## src/rtl/adc_seq_pkg.sv

```systemverilog
package adc_seq_pkg;
  localparam int BUS_W = 16;

  // byte offsets
  localparam int OFS_CTRL1 = 'h00;  // write: control 1, read: start conversion
  localparam int OFS_CTRL2 = 'h02;  // write: control 2
  localparam int OFS_STAT  = 'h04;  // read: status, write: clear pending
  localparam int OFS_LIST  = 'h10;  // write: list entry, read: sample pop

  // control 1 bits
  localparam int C1_HIRQ_EN = 8;
  localparam int C1_GIRQ_EN = 15;
  // control 2 bits
  localparam int C2_LIST_EN = 9;
  localparam int C2_SMP_EN  = 10;
  // status bits
  localparam int ST_BUSY  = 0;
  localparam int ST_LFULL = 1;
  localparam int ST_EMPTY = 2;
  localparam int ST_HALF  = 3;
  localparam int ST_FULL  = 4;
  localparam int ST_PEND  = 8;

  typedef enum logic [1:0] {
    MODE_OFF  = 2'd0,
    MODE_SOFT = 2'd1,
    MODE_SCAN = 2'd2,
    MODE_EXT  = 2'd3
  } acq_mode_e;

  typedef struct packed {
    logic       diff;
    logic       unipolar;
    logic [1:0] gain;
    logic [3:0] chan;
  } list_entry_t;
endpackage

```

## src/rtl/sample_fifo.sv

```systemverilog
module sample_fifo #(
  parameter int W     = 12,
  parameter int DEPTH = 16
) (
  input  logic                         clk,
  input  logic                         rst,
  input  logic                         clr,
  input  logic                         push,
  input  logic [W-1:0]                 din,
  input  logic                         pop,
  output logic [W-1:0]                 dout,
  output logic [$clog2(DEPTH+1)-1:0]   count,
  output logic                         full,
  output logic                         empty
);
  localparam int AW = $clog2(DEPTH);
  localparam int CW = $clog2(DEPTH+1);

  logic [W-1:0]  mem [DEPTH];
  logic [AW-1:0] wptr_q, rptr_q;
  logic [CW-1:0] count_q;
  logic          do_push, do_pop;

  assign full    = (count_q == CW'(DEPTH));
  assign empty   = (count_q == '0);
  assign do_push = push && !full;
  assign do_pop  = pop && !empty;
  assign dout    = mem[rptr_q];
  assign count   = count_q;

  function automatic logic [AW-1:0] nxt(input logic [AW-1:0] p);
    return (p == AW'(DEPTH-1)) ? '0 : p + AW'(1);
  endfunction

  always_ff @(posedge clk) begin
    if (do_push && !clr) mem[wptr_q] <= din;
  end

  always_ff @(posedge clk) begin
    if (rst || clr) begin
      wptr_q  <= '0;
      rptr_q  <= '0;
      count_q <= '0;
    end else begin
      if (do_push) wptr_q <= nxt(wptr_q);
      if (do_pop)  rptr_q <= nxt(rptr_q);
      case ({do_push, do_pop})
        2'b10:   count_q <= count_q + CW'(1);
        2'b01:   count_q <= count_q - CW'(1);
        default: count_q <= count_q;
      endcase
    end
  end


  fifo_cap_chk: assert property (@(posedge clk) disable iff (rst)
    count_q <= CW'(DEPTH));

  full_hold_chk: assert property (@(posedge clk) disable iff (rst)
    (full && push && !pop && !clr) |=> full);

  empty_pop_chk: assert property (@(posedge clk) disable iff (rst)
    (empty && pop && !push) |=> empty);
endmodule

```

## src/rtl/chan_list.sv

```systemverilog
module chan_list #(
  parameter int W     = 8,
  parameter int DEPTH = 16
) (
  input  logic         clk,
  input  logic         rst,
  input  logic         clr,
  input  logic         wr,
  input  logic [W-1:0] din,
  input  logic         adv,
  output logic [W-1:0] entry,
  output logic         full,
  output logic         empty
);
  localparam int AW = $clog2(DEPTH);
  localparam int CW = $clog2(DEPTH+1);

  logic [W-1:0]  mem [DEPTH];
  logic [CW-1:0] count_q;
  logic [AW-1:0] scan_q;
  logic          do_wr;

  assign full  = (count_q == CW'(DEPTH));
  assign empty = (count_q == '0);
  assign do_wr = wr && !full && !clr;
  assign entry = mem[scan_q];

  always_ff @(posedge clk) begin
    if (do_wr) mem[count_q[AW-1:0]] <= din;
  end

  always_ff @(posedge clk) begin
    if (rst || clr) begin
      count_q <= '0;
      scan_q  <= '0;
    end else begin
      if (do_wr) count_q <= count_q + CW'(1);
      if (adv && !empty)
        scan_q <= (CW'(scan_q) + CW'(1) == count_q) ? '0 : scan_q + AW'(1);
    end
  end


  scan_range_chk: assert property (@(posedge clk) disable iff (rst)
    !empty |-> (CW'(scan_q) < count_q));

  list_full_chk: assert property (@(posedge clk) disable iff (rst)
    (full && wr && !clr) |=> full);

  list_cap_chk: assert property (@(posedge clk) disable iff (rst)
    count_q <= CW'(DEPTH));
endmodule

```

## src/rtl/conv_engine.sv

```systemverilog
module conv_engine #(
  parameter int SMP_W       = 12,
  parameter int ENTRY_W     = 8,
  parameter int CONV_CYCLES = 8
) (
  input  logic               clk,
  input  logic               rst,
  input  logic               launch,
  input  logic [ENTRY_W-1:0] entry_in,
  input  logic [SMP_W-1:0]   adc_data,
  output logic               adc_start,
  output logic [ENTRY_W-1:0] entry_out,
  output logic               busy,
  output logic               res_valid,
  output logic [SMP_W-1:0]   res
);
  localparam int CNT_W = $clog2(CONV_CYCLES+1);

  logic [CNT_W-1:0] cnt_q;

  always_ff @(posedge clk) begin
    if (rst) begin
      busy      <= 1'b0;
      cnt_q     <= '0;
      adc_start <= 1'b0;
      res_valid <= 1'b0;
      res       <= '0;
      entry_out <= '0;
    end else begin
      adc_start <= 1'b0;
      res_valid <= 1'b0;
      if (launch && !busy) begin
        busy      <= 1'b1;
        cnt_q     <= CNT_W'(CONV_CYCLES-1);
        entry_out <= entry_in;
        adc_start <= 1'b1;
      end else if (busy) begin
        if (cnt_q == '0) begin
          busy      <= 1'b0;
          res_valid <= 1'b1;
          res       <= adc_data;
        end else begin
          cnt_q <= cnt_q - CNT_W'(1);
        end
      end
    end
  end


  no_relaunch_chk: assert property (@(posedge clk) disable iff (rst)
    busy |-> !launch);

  start_busy_chk: assert property (@(posedge clk) disable iff (rst)
    adc_start |-> busy);

  done_chk: assert property (@(posedge clk) disable iff (rst)
    res_valid |-> ($past(busy) && !busy));
endmodule

```

## src/rtl/adc_seq_ctrl.sv

```systemverilog
module adc_seq_ctrl
  import adc_seq_pkg::*;
#(
  parameter int ADDR_W      = 5,
  parameter int SMP_W       = 12,
  parameter int SMP_DEPTH   = 16,
  parameter int LIST_DEPTH  = 16,
  parameter int CONV_CYCLES = 8
) (
  input  logic              clk,
  input  logic              rst,
  input  logic              bus_wr,
  input  logic              bus_rd,
  input  logic [ADDR_W-1:0] bus_addr,
  input  logic [BUS_W-1:0]  bus_wdata,
  output logic [BUS_W-1:0]  bus_rdata,
  output logic              adc_start,
  output logic [3:0]        adc_chan,
  output logic [1:0]        adc_gain,
  output logic              adc_unipolar,
  output logic              adc_diff,
  input  logic [SMP_W-1:0]  adc_data,
  output logic              irq
);
  localparam int ENTRY_W = $bits(list_entry_t);
  localparam int SCW     = $clog2(SMP_DEPTH+1);
  localparam int HALF    = SMP_DEPTH / 2;
  localparam int PAD_W   = BUS_W - SMP_W;

  acq_mode_e        mode_q;
  logic             hirq_en_q, girq_en_q, smp_en_q, list_en_q;
  logic             pend_q, half_d_q, irq_q;
  logic [BUS_W-1:0] rdata_q, status;
  logic [SMP_W-1:0] last_q;

  logic hit_c1, hit_c2, hit_st, hit_ls;
  assign hit_c1 = (bus_addr == ADDR_W'(OFS_CTRL1));
  assign hit_c2 = (bus_addr == ADDR_W'(OFS_CTRL2));
  assign hit_st = (bus_addr == ADDR_W'(OFS_STAT));
  assign hit_ls = (bus_addr == ADDR_W'(OFS_LIST));

  logic unused_bits;
  assign unused_bits = ^bus_wdata[14:11];

  // channel list
  logic               l_full, l_empty, launch;
  logic [ENTRY_W-1:0] l_entry;
  chan_list #(.W(ENTRY_W), .DEPTH(LIST_DEPTH)) list_i (
    .clk(clk), .rst(rst), .clr(!list_en_q),
    .wr(bus_wr && hit_ls), .din(bus_wdata[ENTRY_W-1:0]),
    .adv(launch), .entry(l_entry), .full(l_full), .empty(l_empty)
  );

  // converter sequencing
  logic               busy, res_valid;
  logic [SMP_W-1:0]   res;
  logic [ENTRY_W-1:0] cur_entry;
  list_entry_t        cur_f;
  assign launch = bus_rd && hit_c1 && (mode_q == MODE_SOFT) && !busy && !l_empty;

  conv_engine #(.SMP_W(SMP_W), .ENTRY_W(ENTRY_W), .CONV_CYCLES(CONV_CYCLES)) conv_i (
    .clk(clk), .rst(rst), .launch(launch), .entry_in(l_entry),
    .adc_data(adc_data), .adc_start(adc_start), .entry_out(cur_entry),
    .busy(busy), .res_valid(res_valid), .res(res)
  );

  assign cur_f        = list_entry_t'(cur_entry);
  assign adc_chan     = cur_f.chan;
  assign adc_gain     = cur_f.gain;
  assign adc_unipolar = cur_f.unipolar;
  assign adc_diff     = cur_f.diff;

  // sample FIFO, stored with inverted MSB
  logic             s_full, s_empty, s_pop, half;
  logic [SMP_W-1:0] s_dout, s_din;
  logic [SCW-1:0]   s_count;
  assign s_din = {~res[SMP_W-1], res[SMP_W-2:0]};
  assign s_pop = bus_rd && hit_ls;

  sample_fifo #(.W(SMP_W), .DEPTH(SMP_DEPTH)) smp_i (
    .clk(clk), .rst(rst), .clr(!smp_en_q),
    .push(res_valid), .din(s_din), .pop(s_pop),
    .dout(s_dout), .count(s_count), .full(s_full), .empty(s_empty)
  );
  assign half = (s_count >= SCW'(HALF));

  // control registers
  always_ff @(posedge clk) begin
    if (rst) begin
      mode_q    <= MODE_OFF;
      hirq_en_q <= 1'b0;
      girq_en_q <= 1'b0;
      smp_en_q  <= 1'b0;
      list_en_q <= 1'b0;
    end else if (bus_wr) begin
      if (hit_c1) begin
        mode_q    <= acq_mode_e'(bus_wdata[1:0]);
        hirq_en_q <= bus_wdata[C1_HIRQ_EN];
        girq_en_q <= bus_wdata[C1_GIRQ_EN];
      end
      if (hit_c2) begin
        smp_en_q  <= bus_wdata[C2_SMP_EN];
        list_en_q <= bus_wdata[C2_LIST_EN];
      end
    end
  end

  // interrupt
  always_ff @(posedge clk) begin
    if (rst) begin
      pend_q   <= 1'b0;
      half_d_q <= 1'b0;
      irq_q    <= 1'b0;
    end else begin
      half_d_q <= half;
      if (half && !half_d_q && hirq_en_q) pend_q <= 1'b1;
      else if (bus_wr && hit_st)          pend_q <= 1'b0;
      irq_q <= pend_q && girq_en_q;
    end
  end
  assign irq = irq_q;

  // status and read data
  always_comb begin
    status           = '0;
    status[ST_BUSY]  = busy;
    status[ST_LFULL] = l_full;
    status[ST_EMPTY] = s_empty;
    status[ST_HALF]  = half;
    status[ST_FULL]  = s_full;
    status[ST_PEND]  = pend_q;
  end

  always_ff @(posedge clk) begin
    if (rst) begin
      rdata_q <= '0;
      last_q  <= '0;
    end else if (bus_rd) begin
      if (hit_st) begin
        rdata_q <= status;
      end else if (hit_ls) begin
        if (!s_empty) begin
          rdata_q <= {{PAD_W{1'b0}}, s_dout};
          last_q  <= s_dout;
        end else begin
          rdata_q <= {{PAD_W{1'b0}}, last_q};
        end
      end else begin
        rdata_q <= '0;
      end
    end
  end
  assign bus_rdata = rdata_q;


  pend_clr_chk: assert property (@(posedge clk) disable iff (rst)
    (bus_wr && hit_st && !(half && !half_d_q)) |=> !pend_q);

  smp_flush_chk: assert property (@(posedge clk) disable iff (rst)
    !smp_en_q |=> s_empty);

  mode_gate_chk: assert property (@(posedge clk) disable iff (rst)
    adc_start |-> $past(mode_q == MODE_SOFT));
endmodule

```

## config.mk

```make
export PLATFORM = sky130hd
export DESIGN_NAME = adc_seq_ctrl
export DESIGN_NICKNAME = d
export VERILOG_FILES = /design/src/rtl/adc_seq_pkg.sv /design/src/rtl/sample_fifo.sv /design/src/rtl/chan_list.sv /design/src/rtl/conv_engine.sv /design/src/rtl/adc_seq_ctrl.sv
export SDC_FILE = /design/constraint.sdc
export NUM_CORES = 1
export LEC_CHECK = 0
export ABC_AREA = 1
export BUFFER_PORTS_ARGS = -buffer_cell sky130_fd_sc_hd__clkbuf_2
export CORE_UTILIZATION = 65
export DETAILED_ROUTE_END_ITERATION = 10
export MAX_ROUTING_LAYER = met4
export PLACE_DENSITY = 0.91
export SYNTH_ARGS = -nofsm -noshare
export SYNTH_HDL_FRONTEND = slang
export SYNTH_HIERARCHICAL = 1
export SYNTH_SLANG_ARGS = --single-unit
```

## constraint.sdc

```tcl
create_clock -name clk -period 4.4 [get_ports clk]
set_input_delay 0.44 -clock clk [delete_from_list [all_inputs] [get_ports clk]]
set_output_delay 0.44 -clock clk [all_outputs]
set_load 0.01 [all_outputs]
```

# ---- Yosys cells after proc, flatten, opt, wreduce, memory -nomap -nowiden
# Memories as Yosys holds them, arrays and structs flattened. A register that Yosys moved wholly into a read port is not among the register bits.
# Index checks and enable logic that the tools add are counted.
# Widths: inputs -> output; s select.
dict set report totals {
  ff_bits 78
  ramBits 320
  in_bits 37
  out_inout_bits 26
  elab_cells 115
  n_memories 2
}
dict set report classes {
  n_addsub 8
  magnitude_cmp 1
  eq_ne 12
  muxes 23
  n_bitwise 6
  reduce_logical 42
}
# memory words word_bits read_ports rd_ports_with_merged_regs wr line
set mem_list {}
lappend mem_list {smp_i.mem 16 12 1 1 1 sample_fifo.sv:19} ;# logic [W-1:0] mem [DEPTH];
lappend mem_list {list_i.mem 16 8 1 1 1 chan_list.sv:18} ;# logic [W-1:0] mem [DEPTH];
# cell n
set ops {}
lappend ops {{$mux 16} 2}
lappend ops {{$mux 4} 5}
lappend ops {{$logic_and 1x1->1} 17}
lappend ops {{$eq 5x5->1 const B} 3}
lappend ops {{$logic_not 5->1} 3}
lappend ops {{$add 4x1->4 const B} 3}
lappend ops {{$mux 12} 1}
lappend ops {{$mux 1} 11}
lappend ops {{$add 5x1->5 const B} 2}
lappend ops {{$pmux 5 s2} 1}
lappend ops {{$mux 3} 3}
lappend ops {{$eq 4x4->1 const B} 2}
lappend ops {{$logic_not 1->1} 8}
lappend ops {{$reduce_and 2->1} 4}
lappend ops {{$not 1->1} 6}
lappend ops {{$reduce_bool 2->1} 3}
lappend ops {{$add 4x1->5 const B} 1}
lappend ops {{$eq 5x2->1 const B} 1}
lappend ops {{$eq 5x3->1 const B} 1}
lappend ops {{$eq 5x5->1} 1}
lappend ops {{$ge 5x4->1 const B} 1}
lappend ops {{$sub 5x1->5 const B} 1}
lappend ops {{$eq 2x1->1 const B} 2}
lappend ops {{$logic_not 4->1} 1}
lappend ops {{other kinds (8)} 9}

# ---- Longest topological paths before layout
# Gate-level depths: netlist (run 1).
dict set report logic_depth {
  ltp_word 8
  ltp_mapped 16
  mapped_depth_nobuf 16
}

# ---- Hierarchy
# The synthesis (run 1) kept the hierarchy.
# module instances cells_each area_per_inst_um2 seq_area_each_um2
set by_module_without_submodules {}
lappend by_module_without_submodules {sample_fifo 1 863 8949.8 6105.9}
lappend by_module_without_submodules {chan_list 1 481 5835.6 4103.9}
lappend by_module_without_submodules {adc_seq_ctrl 1 239 1619.1 660.6}
lappend by_module_without_submodules {conv_engine 1 133 1052.3 540.5}

# ---- Least setup slack after synthesis (run 1)
# OpenSTA, ideal clock, no wires.
dict set report synth_timing {
  kind {input port to flip-flop}
  from {input port bus_addr[0]}
  to {register smp_i.count_q[3], in the netlist smp_i/count[3]}
  setup_ps 115
  t_arrival_ps 2179
  required_time_ps 4285
  path_slack_ps 2105
  cell_stages 15
  path_buffers 0
  cell_sequence {nor2_2 > nand2_2 > nor2_8 > nand2_4 > inv_2 > nand2_1 > inv_1 > ha_1 > ha_1 > nand3_1 > nand3_1 > nand2_1 > nand2_1 > o21ai_0 > inv_1}
}
dict set report synth_via {
  elab_chain_len 5
  elab_cells_between_ends 7
  classes_between {eq/ne: 3; mux: 1; reduce/logical: 3}
}
# item line
set synth_lines {}
lappend synth_lines {{from (decl)} adc_seq_ctrl.sv:14} ;# input logic [ADDR_W-1:0] bus_addr,
lappend synth_lines {{$eq 5x5->1 *} adc_seq_ctrl.sv:40} ;# assign hit_ls = (bus_addr == ADDR_W'(OFS_LIST));
lappend synth_lines {{$logic_and 1x1->1 *} adc_seq_ctrl.sv:78} ;# assign s_pop = bus_rd && hit_ls;
lappend synth_lines {{net s_pop} adc_seq_ctrl.sv:74} ;# logic s_full, s_empty, s_pop, half;
lappend synth_lines {{$logic_and 1x1->1 *} sample_fifo.sv:27} ;# assign do_pop = pop && !empty;
lappend synth_lines {{$eq 2x1->1 / $eq 2x2->1 (equally long branches)} sample_fifo.sv:47} ;# case ({do_push, do_pop})
lappend synth_lines {{$pmux 5 s2 / $reduce_bool 2->1 (equally long branches)} -}
lappend synth_lines {{to (signal assigned)} sample_fifo.sv:48} ;# 2'b10: count_q <= count_q + CW'(1);
lappend synth_lines {{to (signal assigned)} sample_fifo.sv:49} ;# 2'b01: count_q <= count_q - CW'(1);
lappend synth_lines {{to (signal assigned)} sample_fifo.sv:50} ;# default: count_q <= count_q;
lappend synth_lines {{to (decl)} sample_fifo.sv:21} ;# logic [CW-1:0] count_q;
# The timed path passes the listed nets; every way through them passes the cells marked *.
# A chain may end at the register's enable or synchronous reset.

==> results_dict.tcl, run 1 <==
set metrics [dict create \
    die_area_um2 27500 \
    clock-sinks 410 \
    min_period_ns 2.84 \
    seq_area_frac_synth_pct 65.4 \
    crit_type "register to register" \
    path_cells "buf_4 -> nor2_1 -> nor2_1 -> o21ai_0 -> nand3_1 -> nand3_1 -> nand2_1 -> inv_1 -> o21ai_0 -> nand2_1 -> nand2_1 -> nand2_1 -> a21oi_1" \
    antenna_found_initial 0 \
    fin_nets 1793 \
    dp_cells 2034 \
    synth_warnings 6 \
    hold_viol_final 0 \
    drive_gt1_share_pct 9.67 \
    peakVddDrop_mv 0.526 \
    drv_slew 0 \
    gr-total-overflow 0 \
    p_leak_uw 0.00737 \
    skew_ns 0.0198 \
    synth.ff_latch_count 410 \
    r2r_setup_slack_ns 1.56 \
    initial_core_util_pct 66.6 \
    rows 59 \
    fin_crit_sh_pct 64.5 \
    clk_latency_ns 0.53 \
    cap_violations 0 \
    critical-path-top-delay-family "simple AND/OR/NAND/NOR gates" \
    drc 0 \
    cts.htree.levels 2 \
    dpl_cell_area_um2 17700 \
    cts_tree "done" \
    first_pass_iters 9 \
    path_common_cell "nand2_1" \
    multi_input_area_um2 4970 \
    cp.arrival_ns 3.28 \
    routedWlPerCell_um 20.4 \
    synthCells 1716 \
    register_area_um2 11400 \
    critPathBufInv 2 \
    antenna_cells 0 \
    die_h_um 166 \
    postCtsResizedCells 0 \
    relSlewSlack_pct 5.05 \
    tightest_slew_ns 1.42 \
    drt_first_iter_violations 2065 \
    status "finished, final reports clean" \
    post_cts_buffers 0 \
    die_w_um 166 \
    grt_pass1_wl_mm 66.8 \
    cts.path.max_buffers 3 \
    hpwl_mm 24.4 \
    power_density_nw_per_um2 402 \
    setup_tns_ns 0 \
    ant_nets 0 \
    final_cell_area_um2 19000 \
    coreArea_um2 26200 \
    yosysUniqueCellTypes 40 \
    vias 13200 \
    fmax_ghz 0.352 \
    ctsHoldBuffers 0 \
    fin_hold_ws_ns 0.200 \
    viasPerCell 6.25 \
    startpoint_type "register" \
    synth.avg_cell_area_um2 10.2 \
    cp_max_fo 73 \
    gp_congestion 0.910 \
    slowest_delay_ns 0.74 \
    worstPathRequired_ns 4.84 \
    io_pins 63 \
    end_kind "register" \
    rsz0062_at_grt "false" \
    instances_no_fill 2104 \
    grt_max_degree 96 \
    holdCritPathClass "primary input to register" \
    fillers 1503 \
    setup_viol 0 \
    root_buffer "clkbuf_16" \
    grt_pass1_vias 12900 \
    p_total_uw 7650 \
    critPathSlowestCell "buf_4" \
    areaGrowthSynthToFinish_pct 9.04 \
    syn_area_um2 17500 \
    drt-total-wl_mm 42.9 \
    grt_usage_pct 32.1 \
    cts.reportedPaths.clkPinSlew_ns 0.06 \
    portBuffers 54 \
    numCtsBuffers 39 \
]
-- worst paths after layout --
kind          startpoint       endpoint  depth (start not counted)
min reg2reg    girq_en_q            irq                          2
min          adc_data[9]  conv_i/res[9]                          3
max reg2reg     register   bus_rdata[1]                         13
max             register   bus_rdata[1]                         13
-- where the power goes --
| part | internal (µW) | total, µW | switching [µW] |
|---|---|---|---|
| combinational | 17.3 | 74.2 | 57.0 |
| sequential | 4140 | 4140 | 0.324 |
| clock | 2050 | 3430 | 1380 |
-- final cells by class --
class | instances | area share [%]
Timing Repair Buffer | 63 | 1.77
Sequential cell | 410 | 60.0
Tap cell | 335 | 2.20
Clock inverter | 13 | 1.01
Inverter | 154 | 3.08
Multi-Input combinational cell | 1072 | 26.1
Clock buffer | 57 | 5.84
-- worst register-to-register path, stage by stage, from the launching register on --
cell and delay, ns:
dfxtp_2 0.66, buf_4 0.75, nor2_1 0.15, nor2_1 0.12
o21ai_0 0.12, nand3_1 0.11, nand3_1 0.13, nand2_1 0.17
inv_1 0.08, o21ai_0 0.15, nand2_1 0.07, nand2_1 0.07
nand2_1 0.05, a21oi_1 0.15
-- flip-flops by register name, indices dropped and copies added (netlist names), 2 cells and up, named ones only --
signal,flops
bus_rdata,12
conv_i/cnt_q,4
conv_i/entry_out,8
conv_i/res,12
last_q,12
list_i/count_q,5
list_i/mem,128
list_i/scan_q,4
mode_q,2
smp_i/count,5
smp_i/mem,192
smp_i/rptr_q,4
smp_i/wptr_q,4
-- layout by cell type (no fill, tap or decap), types with 3 or more instances in the layout --
| master | synthesis | routed |
|---|---|---|
| nand2_1 | 465 | 465 |
| edfxtp_1 | 320 | 320 |
| nor2_1 | 178 | 178 |
| inv_1 | 141 | 141 |
| nand3_1 | 133 | 133 |
| o21ai_0 | 115 | 115 |
| dfxtp_1 | 90 | 88 |
| clkbuf_2 | 4 | 56 |
| a21oi_1 | 51 | 51 |
| clkbuf_16 | 0 | 41 |
| o211ai_1 | 22 | 22 |
| nand4_1 | 20 | 20 |
| nor2_2 | 15 | 15 |
| ha_1 | 15 | 15 |
| clkbuf_1 | 20 | 11 |
| o221ai_1 | 11 | 11 |
| buf_4 | 8 | 9 |
| o21ai_2 | 8 | 8 |
| inv_2 | 6 | 6 |
| clkinv_1 | 3 | 6 |
| nand2_2 | 5 | 5 |
| bufinv_16 | 0 | 5 |
| o21ai_1 | 5 | 5 |
| nor3_1 | 7 | 4 |
| conb_1 | 1 | 4 |
| clkinv_2 | 1 | 4 |
| nand3_2 | 3 | 3 |
| inv_4 | 3 | 3 |
| nor3_2 | 0 | 3 |
| xor2_1 | 3 | 3 |
-- kinds of logic after synthesis --
logic type / Yosys count / share of synthesized area [%]
flops: 410 / 65.4
buf+inv: 237 / 6.29
other cells: 1 / 0.0215
simple gates: 834 / 20.0
compound gates: 213 / 6.84
xor+xnor: 5 / 0.251
fa+ha+maj: 16 / 1.19
-- per-stage QoR --
stage,util (%),worst slack [ns]
after floorplan,-,2.11
after CTS,72.6,1.64
after global placement,67.7,1.67
after global routing,72.6,1.33
after detailed placement,67.7,1.62
final,72.6,1.56
-- synth_stat cells (all sizes together) --
| library cell | n | share of area (%) |
|---|---|---|
| nand2 | 471 | 10 |
| edfxtp | 320 | 55 |
| nor2 | 196 | 4.6 |
| inv | 150 | 3.3 |
| nand3 | 138 | 4.2 |
| o21ai | 128 | 3.8 |
| dfxtp | 90 | 10 |
| buf | 59 | 2.4 |
| a21oi | 51 | 1.5 |
| clkbuf | 24 | 0.54 |
| o211ai | 22 | 0.95 |
| nand4 | 20 | 0.72 |
| ha | 15 | 1.1 |
| o221ai | 11 | 0.55 |
| nor3 | 7 | 0.20 |
| clkinv | 4 | 0.093 |
| xor2 | 3 | 0.15 |
| xnor2 | 2 | 0.10 |
| conb | 1 | 0.021 |
| fa | 1 | 0.11 |
| nand3b | 1 | 0.043 |
| nor4 | 1 | 0.036 |
| o21a | 1 | 0.043 |
-- layer usage --
layer	vias up	routed length, µm	global-route usage, %	share of wire, %
met2	1031	21400	54.0	50
met4	0	2570	19.0	6.0
li1	5788	-	-	-
met1	6108	14700	37.0	34
met5	-	0	-	0
met3	228	4280	4.50	10
Note: power is estimated with default switching activity, not from simulation.
==> run 2: changes to the inputs <==
- ABC_AREA: 1 -> 0
- CORE_UTILIZATION: 65 -> 61
- PLACE_DENSITY: 0.91 -> 0.87
- clock period: 4.4 -> 2.71 ns (I/O delays scaled with it)
==> run 2 against run 1 <==
Net effect: non-clock buffer count increased by 55; wire length decreased by 13%; core utilization fell by 1.2 points; critical path depth decreased by 10; count of clock-buffer cells in the layout fell by 1; sequential share of layout area increased by 0.69 points; clock skew grew 0.0097 ns; clock power grew 59%; via count fell by 27%; largest cell class unchanged.
==> results_dict.tcl, run 2 <==
set metrics [dict create \
    status "finished, final reports clean" \
    first_pass_iters 5 \
    cts.path.max_buffers 3 \
    rows 59 \
    coreArea_um2 26400 \
    drc 0 \
    min_period_ns 2.61 \
    gr-usage-met1_pct 38.0 \
    synth.ff_latch_count 410 \
    cts.reportedPaths.clkPinSlew_ns 0.06 \
    synth-simple-area-share_pct 7.51 \
    ant_nets 0 \
    synthAdderAreaFrac_pct 1.25 \
    fin_crit_sh_pct 96.4 \
    fin_hold_ws_ns 0.000793 \
    cts_tree "done" \
    synthTopCellsByArea "edfxtp_1 58%, dfxtp_1 11%, mux4_2 9.3%, mux4_1 3.2%, nand2_1 1.8%" \
    hpwl_mm 22.3 \
    areaGrowthSynthToFinish_pct 13.7 \
    setup_viol 0 \
    viasPerCell 6.53 \
    drt-total-wl_mm 37.1 \
    fillers 1515 \
    drv_slew 0 \
    die_w_um 167 \
    grt_pass1_wl_mm 57.4 \
    grt_use_met2_pct 45.9 \
    die_area_um2 27800 \
    synthCells 1001 \
    tightest_slew_ns 1.27 \
    io_pins 63 \
    vias 9585 \
    skew_ns 0.0296 \
    drt_first_iter_violations 1242 \
    dp_cells 1381 \
    ys_top_cells_by_count "320 x edfxtp_1, 90 x dfxtp_1, 79 x nand2_1" \
    yosysTopAreaCell "edfxtp_1" \
    synth-edff-count 320 \
    synth_mux_area_share_pct 13.4 \
    hold_viol_final 0 \
    grt_max_degree 55 \
    fmax_ghz 0.383 \
    startpoint_type "register" \
    synth-compound-area-share_pct 5.46 \
    yosysUniqueCellTypes 66 \
    grt_usage_pct 28.5 \
    grt_pass1_vias 9721 \
    globalRoute.busiestLayer "met2" \
    synth_warnings 6 \
    relSlewSlack_pct 15.1 \
    yosys.cell_count.top_type "edfxtp_1" \
    routedWlPerCell_um 25.3 \
    cts.htree.levels 2 \
    syn_area_um2 16600 \
    largest_register "smp_i/mem" \
    layout_common_cells "320 x edfxtp_1, 87 x dfxtp_1, 79 x nand2_1, 68 x mux4_2, 57 x a21oi_1" \
    root_buffer "clkbuf_16" \
    die_h_um 167 \
    antenna_cells 0 \
    synth_top_family_by_area "multiplexers" \
    cp.arrival_ns 2.76 \
    ys_async_sr_fraction_pct 0 \
    synth.avg_cell_area_um2 16.5 \
    portBuffers 54 \
    holdCritPathClass "primary input to register" \
    clk_latency_ns 0.54 \
    end_kind "register" \
    crit_type "register to register" \
    numCtsBuffers 40 \
    reg_top3 "smp_i/mem (192), list_i/mem (128)" \
    cp_max_fo 12 \
    synth_top_cell_area_share_pct 58.0 \
    p_leak_uw 0.00618 \
    initial_core_util_pct 62.8 \
    clock-sinks 410 \
    peakVddDrop_mv 0.622 \
    instances_no_fill 1468 \
    antenna_found_initial 0 \
    largest_reg_flops 192 \
    drive_gt1_share_pct 24.4 \
    gp_congestion 0.865 \
    cap_violations 0 \
    synth_xor_area_share_pct 0.635 \
    rsz0062_at_grt "false" \
    worstPathRequired_ns 2.85 \
    final_common_cell "edfxtp_1" \
    seq_area_frac_synth_pct 68.9 \
    use_met3_pct 3.47 \
    fin_nets 1155 \
    synth_flop_cell "edfxtp_1" \
    power_density_nw_per_um2 653 \
    gr-total-overflow 0 \
]
[run 2: changes by cell type in the layout (fill, tap and decap cells not counted), moves of 20 or more]
| cell | delta |
|---|---|
| inv_1 | -123 |
| nand2_1 | -386 |
| o21ai_0 | -105 |
| mux4_2 | +68 |
| mux4_1 | +20 |
| a22oi_1 | +25 |
| buf_4 | +38 |
| nor2_1 | -129 |
| nand3_1 | -113 |
[run 2: final cells by class]
| class | count | area (µm²) | area share, % |
|---|---|---|---|
| sequential | 410 | 11400 | 60.7 |
| timing repair buffer | 118 | 823 | 4.37 |
| multi-input combinational | 511 | 4790 | 25.4 |
| tap | 335 | 419 | 2.23 |
| clock inverter | 17 | 181 | 0.964 |
| clock buffer | 56 | 1110 | 5.91 |
| inverter | 21 | 80.1 | 0.425 |
[run 2: where the power goes]
group | leakage (µW) | total (µW) | switching [µW] | internal (µW)
Sequential | 0.00365 | 6720 | 0.383 | 6710
Combinational | 0.00191 | 140 | 94.5 | 45.2
Clock | 0.000623 | 5450 | 2270 | 3170
Total | 0.00618 | 12300 | 2370 | 9930
[run 2: per-stage QoR]
stage / power (µW) / area, µm² / worst slack [ns] / util, % / TNS, ns
2_1_floorplan: 6900 / 16600 / 0.0884 / - / 0
3_3_place_gp: 6970 / 17400 / 0.118 / 65.9 / 0
3_5_place_dp: 6970 / 17400 / -0.0221 / 65.9 / -0.221
4_1_cts: 12300 / 18800 / 0.0601 / 71.3 / 0
5_1_grt: 12600 / 18800 / 0.00689 / 71.4 / 0
6_report: 12300 / 18800 / 0.0971 / 71.4 / 0
[run 2: per-layer routing]
| layer | wire length [µm] | vias to the layer above |
|---|---|---|
| met3 | 2770 | 87 |
| met2 | 18600 | 537 |
| met4 | 1270 | 0 |
| met5 | 0 | - |
| met1 | 14500 | 4808 |
| li1 | - | 4153 |
[run 2: logic make-up after synthesis]
group	count (synthesis)
compound gates	141
other cells	1
mux	103
simple gates	235
fa+ha+maj	16
flops	410
buf+inv	83
xor+xnor	12
[run 2: critical path: stages (launching register included)]
cell     delay [ns]
dfxtp_1        0.56
nor2b_1        0.46
nand2_1        0.21
nor3_2         0.98
[run 2: repair_timing]
item | in CTS | in global routing
hold buffers | 14 | 0
setup buffers | 0 | 0
gates resized for setup | 0 | 4
setup endpoints to repair | 0 | 3
endpoints found under the hold margin | 14 | 0
[run 2: path summary, 6_finish.rpt]
check,from,to,slack (ns),cells after the start
hold / removal,adc_data[3],conv_i/res[3],0.0008,3
hold reg to reg,girq_en_q,irq,0.44,2
setup reg to reg,smp_i/wptr_q[3],smp_i/mem[9][11],0.1,3
setup / recovery,smp_i/wptr_q[3],smp_i/mem[9][11],0.1,3
